`src/rtl/scratchpad_pkg.sv`:
```
package scratchpad_pkg;

  localparam int unsigned BYTE_W       = 8;
  localparam int unsigned BIT_IDX_W    = $clog2(BYTE_W);
  localparam int unsigned BANK_W       = 2;
  localparam logic [7:0]  BIT_WIN_BASE = 8'h20;

  typedef enum logic [1:0] {
    AM_DIRECT   = 2'd0,
    AM_INDIRECT = 2'd1,
    AM_REGISTER = 2'd2,
    AM_BIT      = 2'd3
  } acc_mode_e;

  typedef enum logic [1:0] {
    OP_READ  = 2'd0,
    OP_WRITE = 2'd1,
    OP_SET   = 2'd2,
    OP_CLR   = 2'd3
  } acc_op_e;

  typedef struct packed {
    logic                 valid;
    logic                 to_sfr;
    logic                 is_bit;
    logic [BYTE_W-1:0]    byte_addr;
    logic [BIT_IDX_W-1:0] bit_idx;
  } acc_target_t;

endpackage

```
`src/rtl/scratchpad_addr_map.sv`:
```
module scratchpad_addr_map
  import scratchpad_pkg::*;
#(
  parameter bit UPPER_RAM = 1'b0
) (
  input  logic [1:0]        mode,
  input  logic [1:0]        op,
  input  logic [BYTE_W-1:0] addr,
  input  logic [BANK_W-1:0] bank,
  output acc_target_t       tgt
);

  localparam int unsigned REG_PAD_W = BYTE_W - BANK_W - 3;

  always_comb begin
    tgt         = '0;
    tgt.valid   = 1'b1;
    tgt.bit_idx = addr[BIT_IDX_W-1:0];
    case (acc_mode_e'(mode))
      AM_DIRECT: begin
        tgt.byte_addr = addr;
        tgt.to_sfr    = addr[BYTE_W-1];
      end
      AM_INDIRECT: begin
        tgt.byte_addr = addr;
        if (addr[BYTE_W-1] && !UPPER_RAM) begin
          tgt.valid = 1'b0;
        end
      end
      AM_REGISTER: begin
        tgt.byte_addr = {{REG_PAD_W{1'b0}}, bank, addr[2:0]};
      end
      default: begin
        tgt.is_bit = 1'b1;
        if (addr[BYTE_W-1]) begin
          tgt.to_sfr    = 1'b1;
          tgt.byte_addr = {addr[BYTE_W-1:BIT_IDX_W], {BIT_IDX_W{1'b0}}};
        end else begin
          tgt.byte_addr = BIT_WIN_BASE
                        | {{(BIT_IDX_W+1){1'b0}}, addr[BYTE_W-2:BIT_IDX_W]};
        end
      end
    endcase
    if (!tgt.is_bit && (acc_op_e'(op) == OP_SET || acc_op_e'(op) == OP_CLR)) begin
      tgt.valid = 1'b0;
    end
  end

endmodule

```
`src/rtl/scratchpad_bit_merge.sv`:
```
module scratchpad_bit_merge
  import scratchpad_pkg::*;
(
  input  logic [1:0]           op,
  input  logic                 is_bit,
  input  logic [BIT_IDX_W-1:0] bit_idx,
  input  logic [BYTE_W-1:0]    old_byte,
  input  logic [BYTE_W-1:0]    wdata,
  output logic [BYTE_W-1:0]    new_byte,
  output logic [BYTE_W-1:0]    old_view,
  output logic                 modifies
);

  always_comb begin
    new_byte = old_byte;
    case (acc_op_e'(op))
      OP_WRITE: begin
        if (is_bit) new_byte[bit_idx] = wdata[0];
        else        new_byte          = wdata;
      end
      OP_SET:  new_byte[bit_idx] = 1'b1;
      OP_CLR:  new_byte[bit_idx] = 1'b0;
      default: new_byte = old_byte;
    endcase
    modifies = (acc_op_e'(op) != OP_READ);
    old_view = is_bit ? {{(BYTE_W-1){1'b0}}, old_byte[bit_idx]} : old_byte;
  end

endmodule

```
`src/rtl/scratchpad_array.sv`:
```
module scratchpad_array
  import scratchpad_pkg::*;
#(
  parameter int unsigned DEPTH = 128
) (
  input  logic                     clk,
  input  logic                     we,
  input  logic [$clog2(DEPTH)-1:0] addr,
  input  logic [BYTE_W-1:0]        wdata,
  output logic [BYTE_W-1:0]        rdata
);

  logic [BYTE_W-1:0] mem_q [DEPTH];

  always_ff @(posedge clk) begin
    if (we) begin
      mem_q[addr] <= wdata;
    end
  end

  assign rdata = mem_q[addr];

endmodule

```
`src/rtl/scratchpad_ram.sv`:
```
module scratchpad_ram
  import scratchpad_pkg::*;
#(
  parameter bit UPPER_RAM = 1'b0
) (
  input  logic       clk,
  input  logic       rst_n,
  input  logic       acc_en,
  input  logic [1:0] acc_mode,
  input  logic [1:0] acc_op,
  input  logic [7:0] acc_addr,
  input  logic [7:0] acc_wdata,
  input  logic       bank_ld,
  input  logic [1:0] bank_sel,
  output logic [7:0] rd_data,
  output logic       rd_err,
  output logic       sfr_rd,
  output logic       sfr_wr,
  output logic [7:0] sfr_addr,
  output logic [7:0] sfr_wdata,
  input  logic [7:0] sfr_rdata
);

  localparam int unsigned DEPTH   = UPPER_RAM ? 256 : 128;
  localparam int unsigned RAM_AW  = $clog2(DEPTH);

  // reset: asserted at once, released through two flops
  logic [1:0] rst_pipe_q;
  logic       rst_int_n;

  always_ff @(posedge clk or negedge rst_n) begin
    if (!rst_n) rst_pipe_q <= 2'b00;
    else        rst_pipe_q <= {rst_pipe_q[0], 1'b1};
  end
  assign rst_int_n = rst_pipe_q[1];

  // bank select
  logic [BANK_W-1:0] bank_q, bank_d;

  always_comb begin
    bank_d = bank_q;
    if (bank_ld) bank_d = bank_sel;
  end

  always_ff @(posedge clk or negedge rst_int_n) begin
    if (!rst_int_n) bank_q <= '0;
    else            bank_q <= bank_d;
  end

  // address resolution
  acc_target_t tgt;

  scratchpad_addr_map #(.UPPER_RAM(UPPER_RAM)) i_addr_map (
    .mode (acc_mode),
    .op   (acc_op),
    .addr (acc_addr),
    .bank (bank_q),
    .tgt  (tgt)
  );

  // storage
  logic [BYTE_W-1:0] ram_rdata, old_byte, new_byte, old_view;
  logic              modifies, ram_we, acc_ok;

  assign acc_ok = acc_en && tgt.valid;
  assign ram_we = acc_ok && !tgt.to_sfr && modifies;

  scratchpad_array #(.DEPTH(DEPTH)) i_array (
    .clk   (clk),
    .we    (ram_we),
    .addr  (tgt.byte_addr[RAM_AW-1:0]),
    .wdata (new_byte),
    .rdata (ram_rdata)
  );

  assign old_byte = tgt.to_sfr ? sfr_rdata : ram_rdata;

  scratchpad_bit_merge i_merge (
    .op       (acc_op),
    .is_bit   (tgt.is_bit),
    .bit_idx  (tgt.bit_idx),
    .old_byte (old_byte),
    .wdata    (acc_wdata),
    .new_byte (new_byte),
    .old_view (old_view),
    .modifies (modifies)
  );

  // special-register port
  logic sfr_need_read;

  assign sfr_need_read = tgt.is_bit || (acc_op_e'(acc_op) == OP_READ);
  assign sfr_rd        = acc_ok && tgt.to_sfr && sfr_need_read;
  assign sfr_wr        = acc_ok && tgt.to_sfr && modifies;
  assign sfr_addr      = (sfr_rd || sfr_wr) ? tgt.byte_addr : '0;
  assign sfr_wdata     = sfr_wr ? new_byte : '0;

  // result registers
  logic [BYTE_W-1:0] rd_data_q, rd_data_d, result;
  logic              rd_err_q, rd_err_d;

  always_comb begin
    if (!tgt.valid)                    result = '0;
    else if (tgt.to_sfr && !sfr_rd)    result = '0;
    else                               result = old_view;
    rd_data_d = rd_data_q;
    rd_err_d  = rd_err_q;
    if (acc_en) begin
      rd_data_d = result;
      rd_err_d  = !tgt.valid;
    end
  end

  always_ff @(posedge clk or negedge rst_int_n) begin
    if (!rst_int_n) begin
      rd_data_q <= '0;
      rd_err_q  <= 1'b0;
    end else begin
      rd_data_q <= rd_data_d;
      rd_err_q  <= rd_err_d;
    end
  end

  assign rd_data = rd_data_q;
  assign rd_err  = rd_err_q;

endmodule

```
`config.mk`:
```
export PLATFORM = sky130hd
export DESIGN_NAME = scratchpad_ram
export DESIGN_NICKNAME = d
export VERILOG_FILES = /design/src/rtl/scratchpad_pkg.sv /design/src/rtl/scratchpad_addr_map.sv /design/src/rtl/scratchpad_bit_merge.sv /design/src/rtl/scratchpad_array.sv /design/src/rtl/scratchpad_ram.sv
export SDC_FILE = /design/constraint.sdc
export NUM_CORES = 1
export LEC_CHECK = 0
export BUFFER_PORTS_ARGS = -buffer_cell sky130_fd_sc_hd__buf_2
export CAP_MARGIN = 15
export CELL_PAD_IN_SITES_DETAIL_PLACEMENT = 1
export CELL_PAD_IN_SITES_GLOBAL_PLACEMENT = 1
export CORE_ASPECT_RATIO = 1.5
export CORE_MARGIN = 2
export CORE_UTILIZATION = 35
export DETAILED_ROUTE_END_ITERATION = 10
export PLACE_DENSITY = 0.67
export SETUP_SLACK_MARGIN = 0.02
export SKIP_CTS_REPAIR_TIMING = 1
export SLEW_MARGIN = 20
export SYNTH_ARGS = -nofsm -noshare
export SYNTH_HDL_FRONTEND = slang
export SYNTH_SLANG_ARGS = --single-unit
```
`constraint.sdc`:
```
create_clock -name clk -period 4.6 [get_ports clk]
set_input_delay 0.92 -clock clk [delete_from_list [all_inputs] [get_ports clk]]
set_output_delay 0.92 -clock clk [all_outputs]
set_load 0.1 [all_outputs]
```
### Yosys cells after proc, flatten, opt, wreduce, memory -nomap -nowiden

Memories as Yosys holds them, arrays and structs flattened.
Index checks and enable logic that the tools add are counted.

| storage, ports and cells | value |
|---|---|
| register bits after elaboration | 13 |
| latch bits | 0 |
| RAM bits | 1024 |
| bits in read-only memories | 0 |
| input bits | 34 |
| output and inout port bits | 27 |
| word-level logic and storage cells | 59 |
| memories kept | 1 |

| operators by class | value |
|---|---|
| add/subtract/negate cells | 0 |
| multipliers | 0 |
| div/mod/pow operators | 0 |
| $lt $le $gt $ge | 2 |
| equality and inequality tests | 5 |
| shift operators | 0 |
| multiplexer cells | 23 |
| bitwise operators | 3 |
| reduce and logical (&&, ||, !) cells | 21 |

Memory list:

| name | depth | width | rd ports | clocked after memory_dff | wr ports | RTL line | source |
|---|---|---|---|---|---|---|---|
| i_array.mem_q | 128 | 8 | 1 | 0 | 1 | scratchpad_array.sv:13 | `logic [BYTE_W-1:0] mem_q [DEPTH];` |

Operators by type and width:

| cell | count |
|---|---|
| 8-bit two-way mux | 8 |
| 8-bit case mux with 3 select lines | 1 |
| 8-bit case mux with 2 select lines | 1 |
| 1-bit logical AND | 9 |
| 1-bit two-way mux | 9 |
| 8-bit bitwise AND | 1 |
| 8-bit bitwise mux | 1 |
| 8-bit inverter | 1 |
| 8-bit bitwise OR | 1 |
| 2-bit == test (second input constant) | 3 |
| 2-bit by 1-bit == test with 1-bit output (second input constant) | 2 |
| 2-bit logical NOT | 2 |
| 3-bit by 4-bit less-than comparator with 1-bit output (second input constant) | 1 |
| 2-bit OR reduction | 2 |
| 1-bit binary-select mux with 3-bit select | 1 |
| 1-bit demux with 3-bit select | 1 |
| 3-bit by 1-bit >= comparator with 1-bit output (second input constant) | 1 |
| 1-bit logical NOT | 3 |
| 1-bit logical OR | 3 |
| 3-bit OR reduction | 1 |
| 1-bit case mux with 2 select lines | 1 |
| 2-bit nonzero test | 1 |

### Depth between registers and ports, before layout

Gate-level depths: netlist of run 1.

| logic depth | value |
|---|---|
| depth after elaboration | 11 |
| mapped depth | 20 |
| mapped depth without buffers | 13 |

### Hierarchy

A second synthesis of run 1 with hierarchy kept.

| second synthesis, totals | value |
|---|---|
| cells, all modules | 2641 |
| area, all modules | 41847.6 sq um |

By module, submodules not included:

| module | instances | cells each | area each (sq um) | seq. area each (sq um) |
|---|---|---|---|---|
| scratchpad_array | 1 | 2467 | 40273.6 | 30749.5 |
| scratchpad_ram | 1 | 62 | 740.7 | 325.3 |
| scratchpad_bit_merge | 1 | 76 | 565.5 | 0.0 |
| scratchpad_addr_map | 1 | 36 | 267.8 | 0.0 |

### Least setup slack after synthesis of run 1

No wires, ideal clock.

| timing | value |
|---|---|
| kind | input port to flip-flop |
| from | in acc_mode[0] |
| to | mem i_array.mem_q[0][7], data pin |
| library setup time | 1197 ps |
| arrival | 8451 ps |
| path slack | -5047 ps |
| stages on the path | 17 |
| buffers on the path | 7 |
| path through | ha_1 -> buf_4 -> and3b_2 -> a21o_4 -> buf_6 -> buf_6 -> buf_4 -> buf_4 -> buf_2 -> buf_2 -> nand2_1 -> a31oi_1 -> o41ai_1 -> nor4b_2 -> a21o_1 -> nor2_1 -> o21ai_0 |

| between the ends | value |
|---|---|
| word-level cells in the longest chain between the ends | 8 |
| elaborated cells between the ends (all ways) | 15 |
| those cells by class | eq/ne (2); mux (6); bitwise (2); reduce/logical (4); memory (1) |

RTL lines:

| element | RTL line | source |
|---|---|---|
| start: declaration | scratchpad_ram.sv:9 | `input logic [1:0] acc_mode,` |
| 2-bit by 1-bit == test with 1-bit output / 2-bit logical NOT (equally long branches) | scratchpad_addr_map.sv:19 | `case (acc_mode_e'(mode))` |
| 2-bit OR reduction (no line) | -- |  |
| 8-bit case mux with 2 select lines | scratchpad_addr_map.sv:19 |  |
| memory read 128 x 8 bit | -- |  |
| 8-bit two-way mux | scratchpad_ram.sv:76 | `assign old_byte = tgt.to_sfr ? sfr_rdata : ram_rdata;` |
| 8-bit bitwise mux | scratchpad_bit_merge.sv:18 | `if (is_bit) new_byte[bit_idx] = wdata[0];` |
| 8-bit two-way mux | scratchpad_bit_merge.sv:18 |  |
| 8-bit case mux with 3 select lines * | scratchpad_bit_merge.sv:16 | `case (acc_op_e'(op))` |
| named net i_array.wdata[7] | scratchpad_array.sv:9 | `input logic [BYTE_W-1:0] wdata,` |
| end: declaration | scratchpad_array.sv:13 |  |

Mark *: on every way through the listed nets, which the timed path passes. The rest lies on a longest branch.

### Worst setup path in the final report of run 1

| timing | value |
|---|---|
| from | in acc_mode[1] |
| to | out sfr_wdata[5] |

| between the ends | value |
|---|---|
| word-level cells in the longest chain between the ends | 9 |
| elaborated cells between the ends (all ways) | 22 |
| those cells by class | eq/ne (2); mux (9); bitwise (2); reduce/logical (8); memory (1) |

RTL lines:

| element | RTL line | source |
|---|---|---|
| 2-bit by 1-bit == test with 1-bit output / 2-bit logical NOT (equally long branches) | scratchpad_addr_map.sv:19 |  |
| 2-bit OR reduction (no line) | -- |  |
| 8-bit case mux with 2 select lines | scratchpad_addr_map.sv:19 |  |
| memory read 128 x 8 bit | -- |  |
| 8-bit two-way mux | scratchpad_ram.sv:76 |  |
| 8-bit bitwise mux | scratchpad_bit_merge.sv:18 |  |
| 8-bit two-way mux | scratchpad_bit_merge.sv:18 |  |
| 8-bit case mux with 3 select lines | scratchpad_bit_merge.sv:16 |  |
| 8-bit two-way mux * | scratchpad_ram.sv:96 | `assign sfr_wdata = sfr_wr ? new_byte : '0;` |
| end: declaration | scratchpad_ram.sv:20 | `output logic [7:0] sfr_wdata,` |

Every way passes the cells marked *; elsewhere a longest branch is shown, timed or not.

==> flow_metrics.env, run 1 <==
export IMPL_layout_commonest_cell="edfxtp_1"
export IMPL_clock_tree_buffer_depth=3
export IMPL_synth_area_per_cell_um2=14.3
export IMPL_cts_sink_count=1037
export IMPL_min_delay_path_class="reg2async"
export IMPL_starting_drc_count_in_detailed_routing=3371
export IMPL_rr_startpoint="bank_q[0]"
export IMPL_grt_max_degree=69
export IMPL_terminus_of_the_critical_flop_to_flop_path="i_array.mem_q[1][0]"
export IMPL_worstRegToRegCells=18
export IMPL_place_hpwl_um=113000
export IMPL_setup_total_negative_slack_ns=-8.56
export IMPL_min_period_over_period=1.22
export IMPL_globalRouteOverflowTotal=0
export IMPL_cts_tree="built"
export IMPL_criticalPathCategory="in2out"
export IMPL_n_fill_cell=12000
export IMPL_most_common_layout_cells="1024 x edfxtp_1, 600 x buf_4, 461 x nand2_1"
export IMPL_drt_first_pass_iters=5
export IMPL_synthDistinctLibCells=87
export IMPL_worstPathArrival_ns=4.69
export IMPL_r2r_slack_ns=0.50
export IMPL_end_kind="output pin"
export IMPL_drtAntennaViolNets=0
export IMPL_timing_final_hold_violations=0
export IMPL_worst_setup_hold_path_clk_slew_ns=0.07
export IMPL_clkLatencyLatePin_ns=0.71
export IMPL_post_synth_inst_count=2966
export IMPL_die_width_um=288
export IMPL_fin_worst_skew_ns=0.0413
export IMPL_post_route_cells_drive_above_1_share=0.319
export IMPL_chipHeight_um=431
export IMPL_yosysSeqAreaShare=0.732
export IMPL_worstMarginPinSlew_ns=1.13
export IMPL_place_gp_congestion=0.975
export IMPL_max_clock_freq_mhz=178
export IMPL_launching_instance_or_port_of_the_critical_path="acc_mode[1]"
export IMPL_grt_first_pass_wirelength_um=227000
export IMPL_io_pin_count=61
export IMPL_antenna_violations_before_repair=4
export IMPL_route_vias_total=30900
export IMPL_grt_setup_unrepaired="true"
export IMPL_first_global_vias=31500
export IMPL_power_density_mw_per_mm2=419
export IMPL_crit_path_required_time_ns=3.68
export IMPL_ctsHtreeMaxLevel=3
export IMPL_final_max_slew_viol_count=0
export IMPL_initial_core_utilization=0.352
export IMPL_multi_input_comb_area_mm2=0.0112
export IMPL_synth_nets=3004
export IMPL_max_cap_viol_count=0
export IMPL_ys_warnings_count=0
export IMPL_maximum_fanout_along_the_worst_path=16
export IMPL_synth_async_sr_flop_share=0.0125
export IMPL_max_slew_margin=0.241
export IMPL_synth_seq_cells=1037
export IMPL_cp_endpoint="sfr_wdata[5]"
export IMPL_placement_rows=156
export IMPL_status="complete, but fails checks"
export IMPL_regArea_mm2=0.0311
export IMPL_post_route_worst_setup_slack_ns=-1.01
export IMPL_place_port_buffers=60
export IMPL_synth_area_mm2=0.0424
export IMPL_routedWlPerCell_um=31.0
export IMPL_failing_checks="negative setup slack"
export IMPL_nets=3717
export IMPL_vdd_drop_max_mv=0.309
export IMPL_edff_count_synth=1024
export IMPL_route_detailed_vias_per_inst=5.79
export IMPL_synth_flop_cell="edfxtp_1"
export IMPL_cts_made_buffers=92
export IMPL_placeableCoreArea_mm2=0.120
export IMPL_routed_wl_um=165000
export IMPL_finalSetupViolCount=67
export IMPL_die_area_mm2=0.124
export IMPL_flow_area_growth_from_synthesis_pct=30.3
export IMPL_leakagePower_nw=19.4
export IMPL_placement_setup_worst_slack_ns=-1.66
export IMPL_min_period_ns=5.61
export IMPL_cts_root_buf="clkbuf_16"
export IMPL_drcViolationCount=0
export IMPL_global_router_s_overall_resource_usage=0.255
export IMPL_start_kind="input port"
## cells in the mapped netlist, types with 6 or more instances
master	count	area share
o221ai_1	77	0.016
buf_4	39	0.0069
a311oi_1	15	0.0031
nand3_1	157	0.019
a2111oi_0	6	0.0012
o211ai_1	8	0.0014
nand2_1	477	0.042
dfrtp_1	13	0.0077
o21ai_1	6	0.00071
a21oi_1	60	0.0071
nor4_1	12	0.0018
buf_2	72	0.0085
o21ai_0	52	0.0061
a211oi_1	56	0.0099
and3_1	21	0.0031
nor3_1	47	0.0055
mux2_2	53	0.014
a32oi_1	22	0.0045
a22o_1	6	0.0012
inv_1	37	0.0033
o22ai_1	77	0.011
a31oi_1	45	0.0066
a22oi_1	23	0.0041
mux2i_1	150	0.035
clkbuf_1	55	0.0049
o21a_1	7	0.0012
edfxtp_1	1024	0.72
nor2_1	199	0.018
a21o_1	7	0.0012
buf_1	10	0.00088
buf_6	18	0.0048
## power by group
group,total (mW),switching [mW],internal [mW]
Sequential,10.9,0.0134,10.9
Clock,8.19,3.59,4.60
Combinational,4.04,2.57,1.47
## cell type report
cell class / count / share of cell area
flip-flops and latches: 1037 / 0.562
clock inverters: 64 / 0.0141
multi-input cells: 1698 / 0.203
diodes: 6 / 0.000271
inverters: 37 / 0.00274
repair buffers: 813 / 0.140
clock buffers: 105 / 0.0425
well taps: 1580 / 0.0357
## layer usage
metal	vias to the layer above	routed length (µm)	global-route usage
li1	12900	-	-
met1	15900	56300	0.283
met2	1605	81800	0.439
met3	531	13000	0.0446
met4	2	14200	0.179
met5	-	20	0
## cell families (layout without fill, tap and decap cells)
group	count (synthesis)	after routing	share of synthesized area
flops	1037	1037	0.732
simple gates	955	956	0.0961
compound gates	532	533	0.0908
buf+inv	233	1019	0.0300
mux	204	204	0.0497
fa+ha+maj	4	4	0.00118
other cells	1	7	0.0000883
## registers in the layout (all words and copies together) (netlist names)
signal,cells
rd_data,8
bank_q,2
rst_pipe_q,2
rd_err,1
i_array.mem_q,1024
## per-stage QoR
step           cells  total power, mW  hold slack, ns  utilization  cell area (µm²)
3_5_place_dp    5067             14.7           0.204        0.416            50000
3_3_place_gp    5067             14.6           0.189        0.416            50000
2_1_floorplan   2966             12.7           0.134            -            42800
6_report        5340             23.2           0.178        0.459            55300
4_1_cts         5236             22.8         -0.0425        0.442            53200
5_1_grt         5335             23.6           0.236        0.459            55300
## critical path, cell delays in order
cell and delay, ns:
buf_8 0.11, buf_6 0.12, ha_4 0.16, nand2b_4 0.23, a21o_4 0.31, buf_8 0.15, buf_12 0.16, buf_4 0.15
buf_4 0.14, mux2_2 0.21, o221ai_1 0.14, a22oi_1 0.29, o22a_1 0.44, a21oi_2 0.16, a211oi_4 0.36, o221ai_2 0.16
o221ai_2 0.10, and2_4 0.19, buf_12 0.17
## worst min-delay path by stage
stage,to,cells past startpoint
finish,bank_q[0],0
global route,bank_q[0],0
CTS,rst_pipe_q[0],1
detailed placement,bank_q[1],0
global placement,bank_q[0],0
floorplan,bank_q[0],0
Power figures use the tool's default switching activity.
==> inputs of run 2 (changes only) <==
- CAP_MARGIN: 15 -> 20
- REMOVE_ABC_BUFFERS: default -> 1
==> run 2 against run 1 <==
  * The run still ends with negative setup slack left
  * Register-to-register slack got worse by 0.28 ns
  * Final area increased by 0.99%
  * Sequential power about the same
  * Worst hold slack improved by 0.12 ns
  * Critical path depth decreased by 2
  * Clock skew decreased by 0.0066 ns
  * Maximum frequency increased by 0.58%
  * Global-route usage increased by 0.49 points
  * Clock power decreased by 1%
  * Sequential share of layout area decreased by 0.55 points
  * Cell count increased by 0.47%
  * Via count increased by 1.3%
  * Critical endpoint unchanged
==> flow_metrics.env, run 2 (same netlist as run 1, synthesis figures left out) <==
export IMPL_worstMarginPinSlew_ns=1.11
export IMPL_finalSetupViolCount=9
export IMPL_top_family_by_delay_on_critical_path="simple AND/OR/NAND/NOR gates"
export IMPL_criticalPathCategory="in2out"
export IMPL_die_area_mm2=0.124
export IMPL_most_common_layout_cells="1024 x edfxtp_1, 602 x buf_4, 467 x nand2_1"
export IMPL_slowest_cp_cell="or4_4"
export IMPL_worstPathCellList="buf_12, ha_4, buf_6, buf_4, a221o_1, buf_4, nand2_1, nand2_1, buf_4, nor2_1, a211o_1, or4_4, a211oi_4, o221ai_2, o221ai_2, and2_4, buf_12"
export IMPL_maximum_fanout_along_the_worst_path=8
export IMPL_critical_path_most_common_cell="buf_4"
export IMPL_routedWlPerCell_um=32.1
export IMPL_worstPathArrival_ns=4.66
export IMPL_chipHeight_um=431
export IMPL_final_max_slew_viol_count=0
export IMPL_final_cells=5365
export IMPL_place_area_mm2=0.0498
export IMPL_nets=3743
export IMPL_status="complete, but fails checks"
export IMPL_cts_tree="built"
export IMPL_die_width_um=288
export IMPL_drt_first_pass_iters=6
export IMPL_route_detailed_vias_per_inst=5.84
export IMPL_cts_sink_count=1037
export IMPL_layout_commonest_cell="edfxtp_1"
export IMPL_ctsHtreeMaxLevel=3
export IMPL_final_core_util=0.464
export IMPL_min_period_over_period=1.21
export IMPL_stdcell_area_mm2=0.0559
export IMPL_grt_setup_unrepaired="true"
export IMPL_placement_rows=156
export IMPL_place_port_buffers=60
export IMPL_top_register="i_array.mem_q"
export IMPL_fin_total_pwr_mw=23.2
export IMPL_global_router_s_overall_resource_usage=0.259
export IMPL_clock_tree_buffer_depth=3
export IMPL_largest_register_ffs=1024
export IMPL_initial_core_utilization=0.352
export IMPL_cts_root_buf="clkbuf_16"
export IMPL_fin_worst_skew_ns=0.0348
export IMPL_max_clock_freq_mhz=179
export IMPL_max_cap_viol_count=0
export IMPL_min_period_ns=5.58
export IMPL_first_global_vias=31100
export IMPL_placeableCoreArea_mm2=0.120
export IMPL_post_route_cells_drive_above_1_share=0.322
export IMPL_critical_path_buf_inv_count=6
export IMPL_number_of_placed_instances_with_taps_included=5056
export IMPL_grt_max_degree=57
export IMPL_antenna_violations_before_repair=5
export IMPL_place_hpwl_um=118000
export IMPL_start_kind="input port"
export IMPL_place_gp_congestion=0.992
export IMPL_flow_area_growth_from_synthesis_pct=31.6
export IMPL_crit_path_required_time_ns=3.68
export IMPL_multi_input_comb_area_mm2=0.0113
export IMPL_placement_setup_worst_slack_ns=-1.50
export IMPL_grt_first_pass_wirelength_um=228000
export IMPL_leakagePower_nw=19.7
export IMPL_worst_setup_hold_path_clk_slew_ns=0.07
export IMPL_drcViolationCount=0
export IMPL_drtAntennaViolNets=0
export IMPL_starting_drc_count_in_detailed_routing=3404
export IMPL_max_slew_margin=0.253
export IMPL_failing_checks="negative setup slack"
export IMPL_slowest_delay_ns=0.53
export IMPL_clkLatencyLatePin_ns=0.74
export IMPL_globalRouteOverflowTotal=0
export IMPL_end_kind="output pin"
export IMPL_routed_wl_um=172000
export IMPL_timing_final_hold_violations=0
export IMPL_cts_made_buffers=95
export IMPL_holdWs_ns=0.299
export IMPL_io_pin_count=61
export IMPL_vdd_drop_max_mv=0.285
export IMPL_regArea_mm2=0.0311
export IMPL_power_density_mw_per_mm2=416
export IMPL_min_delay_path_class="reg2async"
export IMPL_setup_total_negative_slack_ns=-6.98
export IMPL_n_fill_cell=12000
export IMPL_post_route_worst_setup_slack_ns=-0.981
export IMPL_route_vias_total=31300
==> run 2: final timing paths <==
kind                                              end  cells past startpoint  slack, ns           from
worst max-delay path                     sfr_wdata[5]                     17      -0.98    acc_mode[1]
worst min-delay path                       rd_data[3]                      0       0.30  rst_pipe_q[1]
worst max register to register  i_array.mem_q[106][5]                     15       0.22      bank_q[0]
worst min register to register             rd_data[3]                      0       0.30  rst_pipe_q[1]
max in group asynchronous                   bank_q[0]                      0       3.84  rst_pipe_q[1]
min in group clk                        rst_pipe_q[1]                      0       0.37  rst_pipe_q[0]
==> run 2: per-layer routing <==
layer	wire, µm	global-route usage	up-vias	part of all wire
li1	-	-	12900	-
met1	58800	0.294	16200	0.34
met2	85700	0.446	1654	0.50
met3	12800	0.0407	537	0.074
met4	15000	0.180	2	0.087
met5	15	0	-	0.000087
==> run 2: final cells by class <==
type / count / area share
clock inverter: 57 / 0.0101
tap: 1580 / 0.0354
sequential: 1037 / 0.556
timing repair buffer: 835 / 0.148
antenna: 4 / 0.000179
inverter: 37 / 0.00253
multi-input combinational: 1699 / 0.202
clock buffer: 116 / 0.0451
==> run 2: power by group <==
part	internal [mW]	switching, mW	total, mW
Sequential	10.9	0.0173	10.9
Combinational	1.56	2.64	4.21
Clock	4.47	3.62	8.09
Total	17.0	6.28	23.2
==> run 2: worst register-to-register path: stages, from the launching register on <==
cell,delay (ns)
dfrtp_1,0.55
a221o_1,0.36
buf_4,0.17
nand2_1,0.14
nand2_1,0.35
buf_4,0.24
nor2_1,0.07
a211o_1,0.39
or4_4,0.53
a211oi_4,0.36
o221ai_2,0.16
o221ai_2,0.10
buf_4,0.14
buf_4,0.09
o21a_4,0.26
buf_12,0.25
